File: config.mk
export PLATFORM = sky130hd
export DESIGN_NAME = pic_core
export DESIGN_NICKNAME = d
export VERILOG_FILES = /design/src/rtl/pic_pkg.sv /design/src/rtl/pic_cfg.sv /design/src/rtl/pic_req.sv /design/src/rtl/pic_svc.sv /design/src/rtl/pic_resolve.sv /design/src/rtl/pic_core.sv
export SDC_FILE = /design/constraint.sdc
export NUM_CORES = 1
export LEC_CHECK = 0
export BUFFER_PORTS_ARGS = -buffer_cell sky130_fd_sc_hd__buf_2
export CORE_AREA = 2 2 82 84
export DETAILED_ROUTE_END_ITERATION = 8
export DIE_AREA = 0 0 84 86
export PLACE_DENSITY = 0.67
export SETUP_SLACK_MARGIN = 0.1
export SLEW_MARGIN = 20
export SYNTH_ARGS = -nofsm -noshare
export SYNTH_HDL_FRONTEND = slang
export SYNTH_HIERARCHICAL = 1
export SYNTH_SLANG_ARGS = --single-unit
export TNS_END_PERCENT = 5
File: constraint.sdc
create_clock -name clk -period 11.8 [get_ports clk]
set_input_delay 2.36 -clock clk [delete_from_list [all_inputs] [get_ports clk]]
set_output_delay 2.36 -clock clk [all_outputs]
set_load 0.03 [all_outputs]
File: src/rtl/pic_pkg.sv
package pic_pkg;
  localparam int NIN = 8;
  localparam int IW  = $clog2(NIN);
  localparam int VW  = 8;

  typedef enum logic [2:0] {
    ST_WAIT_START,
    ST_WAIT_BASE,
    ST_WAIT_CASC,
    ST_WAIT_MODE,
    ST_RUN
  } init_st_t;

  localparam logic [VW-1:0] CMD_SEL_PEND = 8'h0A;
  localparam logic [VW-1:0] CMD_SEL_SERV = 8'h0B;
  localparam logic [4:0]    CMD_EOI_TOP  = 5'b01100;
  localparam int            START_BIT    = 4;
  localparam int            NEED_MODE_BIT = 0;
  localparam int            AUTO_EOI_BIT = 1;

  // isolate the lowest-index set bit (highest priority)
  function automatic logic [NIN-1:0] first_one(input logic [NIN-1:0] v);
    return v & (~v + 1'b1);
  endfunction

  // all bit positions strictly above (in priority) the best in-service bit
  function automatic logic [NIN-1:0] outrank_mask(input logic [NIN-1:0] serv);
    return first_one(serv) - 1'b1;
  endfunction

  function automatic logic [IW-1:0] oh_to_idx(input logic [NIN-1:0] oh);
    logic [IW-1:0] r;
    r = '0;
    for (int i = 0; i < NIN; i++)
      if (oh[i]) r = r | IW'(i);
    return r;
  endfunction

  function automatic logic [VW-1:0] vec_of(input logic [VW-1:0] base,
                                           input logic [IW-1:0] idx);
    return base + VW'(idx);
  endfunction
endpackage

File: src/rtl/pic_cfg.sv
module pic_cfg
  import pic_pkg::*;
(
  input  logic          clk,
  input  logic          rst_n,
  input  logic          wr,
  input  logic          a0,
  input  logic [VW-1:0] wdata,
  output logic          ready,
  output logic          init_start,
  output logic [VW-1:0] vbase,
  output logic [VW-1:0] cascade,
  output logic          aeoi,
  output logic [NIN-1:0] imr,
  output logic          rd_serv,
  output logic [NIN-1:0] eoi_oh
);
  init_st_t st;
  logic     need_mode;
  logic     cmd_wr, dat_wr;

  assign cmd_wr     = wr & ~a0;
  assign dat_wr     = wr & a0;
  assign init_start = cmd_wr & wdata[START_BIT];
  assign ready      = (st == ST_RUN);
  assign eoi_oh     = (cmd_wr && ready && wdata[7:3] == CMD_EOI_TOP)
                      ? (NIN'(1) << wdata[IW-1:0]) : '0;

  always_ff @(posedge clk) begin
    if (!rst_n) begin
      st        <= ST_WAIT_START;
      need_mode <= 1'b0;
      vbase     <= '0;
      cascade   <= '0;
      aeoi      <= 1'b0;
      imr       <= '1;
      rd_serv   <= 1'b0;
    end else if (init_start) begin
      st        <= ST_WAIT_BASE;
      need_mode <= wdata[NEED_MODE_BIT];
      aeoi      <= 1'b0;
      rd_serv   <= 1'b0;
    end else begin
      unique case (st)
        ST_WAIT_BASE: if (dat_wr) begin
          vbase <= wdata;
          st    <= ST_WAIT_CASC;
        end
        ST_WAIT_CASC: if (dat_wr) begin
          cascade <= wdata;
          st      <= need_mode ? ST_WAIT_MODE : ST_RUN;
        end
        ST_WAIT_MODE: if (dat_wr) begin
          aeoi <= wdata[AUTO_EOI_BIT];
          st   <= ST_RUN;
        end
        ST_RUN: begin
          if (dat_wr) imr <= wdata[NIN-1:0];
          else if (cmd_wr && wdata == CMD_SEL_PEND) rd_serv <= 1'b0;
          else if (cmd_wr && wdata == CMD_SEL_SERV) rd_serv <= 1'b1;
        end
        default: ;
      endcase
    end
  end
endmodule

File: src/rtl/pic_req.sv
module pic_req
  import pic_pkg::*;
(
  input  logic           clk,
  input  logic           rst_n,
  input  logic [NIN-1:0] irq_in,
  input  logic [NIN-1:0] ack_clr,
  output logic [NIN-1:0] irr
);
  logic [NIN-1:0] prev;
  logic [NIN-1:0] rise;

  assign rise = irq_in & ~prev;

  always_ff @(posedge clk) begin
    if (!rst_n) begin
      prev <= '0;
      irr  <= '0;
    end else begin
      prev <= irq_in;
      irr  <= ((irr & ~ack_clr) | rise) & irq_in;
    end
  end
endmodule

File: src/rtl/pic_svc.sv
module pic_svc
  import pic_pkg::*;
(
  input  logic           clk,
  input  logic           rst_n,
  input  logic           clr_all,
  input  logic [NIN-1:0] eoi_oh,
  input  logic [NIN-1:0] set_oh,
  output logic [NIN-1:0] isr
);
  always_ff @(posedge clk) begin
    if (!rst_n)       isr <= '0;
    else if (clr_all) isr <= '0;
    else              isr <= (isr & ~eoi_oh) | set_oh;
  end
endmodule

File: src/rtl/pic_resolve.sv
module pic_resolve
  import pic_pkg::*;
(
  input  logic           ready,
  input  logic [NIN-1:0] irr,
  input  logic [NIN-1:0] imr,
  input  logic [NIN-1:0] isr,
  output logic           int_req,
  output logic [NIN-1:0] win_oh,
  output logic [IW-1:0]  win_idx
);
  logic [NIN-1:0] cand;

  assign cand    = irr & ~imr & outrank_mask(isr);
  assign win_oh  = first_one(cand);
  assign win_idx = oh_to_idx(win_oh);
  assign int_req = ready & (|cand);
endmodule

File: src/rtl/pic_core.sv
module pic_core
  import pic_pkg::*;
(
  input  logic       clk,
  input  logic       rst_n,
  input  logic       bus_wr,
  input  logic       bus_a0,
  input  logic [7:0] bus_wdata,
  output logic [7:0] bus_rdata,
  input  logic [7:0] irq_in,
  output logic       int_out,
  input  logic       inta,
  output logic [7:0] vec_out
);
  logic           ready, init_start, aeoi, rd_serv;
  logic [VW-1:0]  vbase, cascade;
  logic [NIN-1:0] imr, irr, isr, eoi_oh, win_oh, ack_clr, isr_set;
  logic [IW-1:0]  win_idx;
  logic           ack_go, spurious;

  pic_cfg u_cfg (
    .clk(clk), .rst_n(rst_n), .wr(bus_wr), .a0(bus_a0), .wdata(bus_wdata),
    .ready(ready), .init_start(init_start), .vbase(vbase), .cascade(cascade),
    .aeoi(aeoi), .imr(imr), .rd_serv(rd_serv), .eoi_oh(eoi_oh)
  );

  pic_req u_req (
    .clk(clk), .rst_n(rst_n), .irq_in(irq_in), .ack_clr(ack_clr), .irr(irr)
  );

  pic_svc u_svc (
    .clk(clk), .rst_n(rst_n), .clr_all(init_start), .eoi_oh(eoi_oh),
    .set_oh(isr_set), .isr(isr)
  );

  pic_resolve u_res (
    .ready(ready), .irr(irr), .imr(imr), .isr(isr),
    .int_req(int_out), .win_oh(win_oh), .win_idx(win_idx)
  );

  assign ack_go   = inta & ready;
  assign spurious = ack_go & ~(|win_oh);
  assign ack_clr  = ack_go ? win_oh : '0;
  assign isr_set  = (ack_go && !aeoi) ? win_oh : '0;
  assign vec_out  = !ack_go ? '0
                  : vec_of(vbase, spurious ? IW'(NIN-1) : win_idx);
  assign bus_rdata = bus_a0 ? imr : (rd_serv ? isr : irr);
endmodule

==> metrics.txt <==
# TYPE chip_impl_metric gauge
chip_impl_info{name="run_status",value="finished clean"} 1
chip_impl_metric{name="yosys_warnings",unit=""} 6
chip_impl_metric{name="tightest_slew",unit="ns"} 0.6659
chip_impl_metric{name="totalNegativeSetupSlack",unit="ns"} 0
chip_impl_metric{name="routed_via_density",unit=""} 5.587
chip_impl_metric{name="drc_errors",unit=""} 0
chip_impl_metric{name="hold-path-cell-count",unit=""} 1
chip_impl_metric{name="drt_first_iter_violations",unit=""} 148
chip_impl_metric{name="power.ir.vdd_worst",unit="mV"} 0.05474
chip_impl_info{name="min_from",value="u_req/prev[4]"} 1
chip_impl_metric{name="drv_cap",unit=""} 0
chip_impl_metric{name="clkTransAtPathRegs",unit="ns"} 0.09
chip_impl_metric{name="place_ws",unit="ns"} 5.198
chip_impl_metric{name="htree_levels",unit=""} 2
chip_impl_info{name="dr.max_layer_used",value="met4"} 1
chip_impl_metric{name="routabilityCongestion",unit=""} 0.8914
chip_impl_metric{name="global_route_wire_length_before_repair",unit="mm"} 11.01
chip_impl_metric{name="drt.antenna.violating_nets",unit=""} 0
chip_impl_metric{name="via_count_of_the_first_global_routing_pass",unit=""} 2293
chip_impl_metric{name="routed_wl",unit="mm"} 6.594
chip_impl_metric{name="critPathMaxFanout",unit=""} 11
chip_impl_metric{name="design.portCount",unit=""} 38
chip_impl_info{name="grt_setup_unrepaired",value="no"} 1
chip_impl_metric{name="placementRows",unit=""} 29
chip_impl_metric{name="wl_met2",unit="mm"} 3.156
chip_impl_metric{name="power_density",unit="nW/um^2"} 98.93
chip_impl_metric{name="crit_required",unit="ns"} 9.44
chip_impl_info{name="cts_tree",value="done"} 1
chip_impl_metric{name="syn_area_per_cell",unit="um^2"} 8.214
chip_impl_metric{name="r2r_cells",unit=""} 7
chip_impl_metric{name="clk_path_buf_depth",unit=""} 2
chip_impl_metric{name="cts_inserted_buffers",unit=""} 5
chip_impl_metric{name="routed-wl-met3",unit="um"} 263
chip_impl_metric{name="slew_headroom",unit="%"} 55.51
chip_impl_metric{name="layout_worst_path_cycle_share",unit="%"} 56.15
chip_impl_metric{name="maxClockFrequency",unit="MHz"} 150.9
chip_impl_metric{name="leakagePower",unit="nW"} 1.181
chip_impl_info{name="worst_setup_end_kind",value="primary output"} 1
chip_impl_metric{name="grtUsageTotal",unit="%"} 19.04
chip_impl_metric{name="design.die.area",unit="um^2"} 7224
chip_impl_metric{name="syn-instance-count",unit=""} 333
chip_impl_metric{name="post_cts.resized_instances",unit=""} 0
chip_impl_metric{name="drt-pass1-iter-count",unit=""} 5
chip_impl_metric{name="worstSkewPairLatency",unit="ns"} 0.31
chip_impl_metric{name="clock_sink_count",unit=""} 46
chip_impl_metric{name="final-setup-viol-count",unit=""} 0
chip_impl_metric{name="drive_above_1_share",unit="%"} 19.78
chip_impl_metric{name="postSynthNetCount",unit=""} 358
chip_impl_metric{name="die_width",unit="um"} 84
chip_impl_metric{name="post_route_setup_slack",unit="ns"} 5.175
chip_impl_metric{name="mappedNetlistArea",unit="um^2"} 2735
chip_impl_metric{name="slew_viol_final",unit=""} 0
chip_impl_metric{name="grt_start_max_net_pins",unit=""} 25
chip_impl_metric{name="layout.nets",unit=""} 383
chip_impl_metric{name="routed-via-count",unit=""} 2436
chip_impl_info{name="timing.hold.worst.class",value="flip-flop to flip-flop"} 1
chip_impl_metric{name="core-area",unit="um^2"} 6277
chip_impl_metric{name="min_period",unit="ns"} 6.625
chip_impl_metric{name="initial_utilization",unit="%"} 43.57
chip_impl_info{name="timing_worst_setup_path_type",value="primary input to primary output"} 1
chip_impl_info{name="cts_root_buf",value="sky130_fd_sc_hd__clkbuf_8"} 1
chip_impl_metric{name="dp_hpwl",unit="mm"} 4.853
chip_impl_info{name="startpoint_type",value="primary input"} 1
chip_impl_metric{name="port-buffer-count",unit=""} 37
chip_impl_metric{name="insertedDiodeCount",unit=""} 0
chip_impl_info{name="r2r-start",value="u_cfg/st[0]"} 1
chip_impl_metric{name="arrival",unit="ns"} 4.27
chip_impl_info{name="startpoint",value="inta"} 1
chip_impl_metric{name="post-layout-total-power",unit="mW"} 0.2974
chip_impl_metric{name="fin_skew",unit="ns"} 0.009210
chip_impl_metric{name="finalHoldViolCount",unit=""} 0
chip_impl_metric{name="cts_hold_repair.buffers",unit=""} 0
chip_impl_metric{name="grt_antenna_before_repair",unit=""} 0
chip_impl_metric{name="cts_post_setup_buffers_inserted",unit=""} 0
chip_impl_metric{name="wire_per_inst",unit="um"} 15.12
chip_impl_metric{name="chipHeight",unit="um"} 86
chip_impl_metric{name="grt.overflow.total",unit=""} 0
chip_impl_metric{name="synthToLayoutAreaGrowth",unit="%"} 9.927
chip_impl_metric{name="met1Wirelength",unit="mm"} 3.065
==> worst max-delay path, stage by stage <==
cell	delay [ns]
sky130_fd_sc_hd__buf_2	0.18
sky130_fd_sc_hd__nand4_1	0.19
sky130_fd_sc_hd__nand2b_1	0.15
sky130_fd_sc_hd__ha_1	0.17
sky130_fd_sc_hd__inv_1	0.05
sky130_fd_sc_hd__fa_1	0.42
sky130_fd_sc_hd__nor2b_4	0.15
sky130_fd_sc_hd__o2111ai_1	0.12
sky130_fd_sc_hd__xor2_1	0.17
sky130_fd_sc_hd__nor2_1	0.10
sky130_fd_sc_hd__buf_2	0.21
==> metal layers <==
layer / GRT usage (%) / vias up
li1: - / 1212
met1: 24.84 / 1164
met2: 32.15 / 50
met3: 3.176 / 10
met4: 6.305 / 0
met5: 0 / -
==> worst paths after layout <==
check,slack [ns],to
worst max register to register,9.29,u_svc/isr[1]
worst min register to register,0.40,u_req/irr[4]
worst max-delay path,5.17,vec_out[6]
worst min-delay path,0.40,u_req/irr[4]
==> power breakdown <==
part	leakage [nW]	switching [mW]	internal, mW
clock network	0.0544	0.0554	0.0537
registers	0.375	0.00257	0.159
logic	0.751	0.0175	0.00941
total	1.18	0.0755	0.222
==> layout make-up <==
| cell class | instances | area, um^2 |
|---|---|---|
| Clock buffer | 7 | 96.34 |
| Clock inverter | 1 | 8.758 |
| Inverter | 17 | 63.81 |
| Timing Repair Buffer | 37 | 185.2 |
| Fill cell | 638 | 3271 |
| Tap cell | 77 | 96.34 |
| Multi-Input combinational cell | 251 | 1635 |
| Sequential cell | 46 | 920.9 |
==> registers in the layout, indices dropped and copies added (netlist names) <==
register and count:
u_cfg/rd_serv 1, u_req/irr 8, u_svc/isr 8, u_cfg/aeoi 1
u_cfg/imr 8, u_req/prev 8, u_cfg/st 3, u_cfg/need_mode 1
u_cfg/vbase 8
==> stage by stage <==
| stage | cells | cell area, um^2 | hold slack (ns) | utilization, % |
|---|---|---|---|---|
| 3_3_place_gp | 428 | 2902 | 0.3880 | 46.22 |
| 3_5_place_dp | 428 | 2902 | 0.3936 | 46.22 |
| 2_1_floorplan | 333 | 2735 | 0.3835 | - |
| 4_1_cts | 436 | 3007 | 0.4067 | 47.90 |
| 5_1_grt | 436 | 3007 | 0.4179 | 47.90 |
| 6_report | 436 | 3007 | 0.4024 | 47.90 |
==> placed cells by master (no fill, tap or decap), types with 3 or more instances in the layout <==
cell type / instances
sky130_fd_sc_hd__a21boi_1: 9
sky130_fd_sc_hd__and2b_1: 4
sky130_fd_sc_hd__a21oi_2: 8
sky130_fd_sc_hd__clkbuf_8: 7
sky130_fd_sc_hd__nand3_1: 29
sky130_fd_sc_hd__mux2i_1: 10
sky130_fd_sc_hd__buf_2: 37
sky130_fd_sc_hd__and3_1: 10
sky130_fd_sc_hd__ha_1: 3
sky130_fd_sc_hd__nor2b_1: 3
sky130_fd_sc_hd__nand4_1: 5
sky130_fd_sc_hd__o21ai_0: 25
sky130_fd_sc_hd__nand2b_1: 25
sky130_fd_sc_hd__nor3_1: 6
sky130_fd_sc_hd__nand3b_1: 3
sky130_fd_sc_hd__and2_1: 15
sky130_fd_sc_hd__nor2_1: 20
sky130_fd_sc_hd__a21oi_1: 15
sky130_fd_sc_hd__xnor2_1: 3
sky130_fd_sc_hd__inv_1: 15
sky130_fd_sc_hd__dfxtp_1: 46
sky130_fd_sc_hd__and3b_1: 3
sky130_fd_sc_hd__nand2_1: 18
Power figures use the tool's default switching activity.
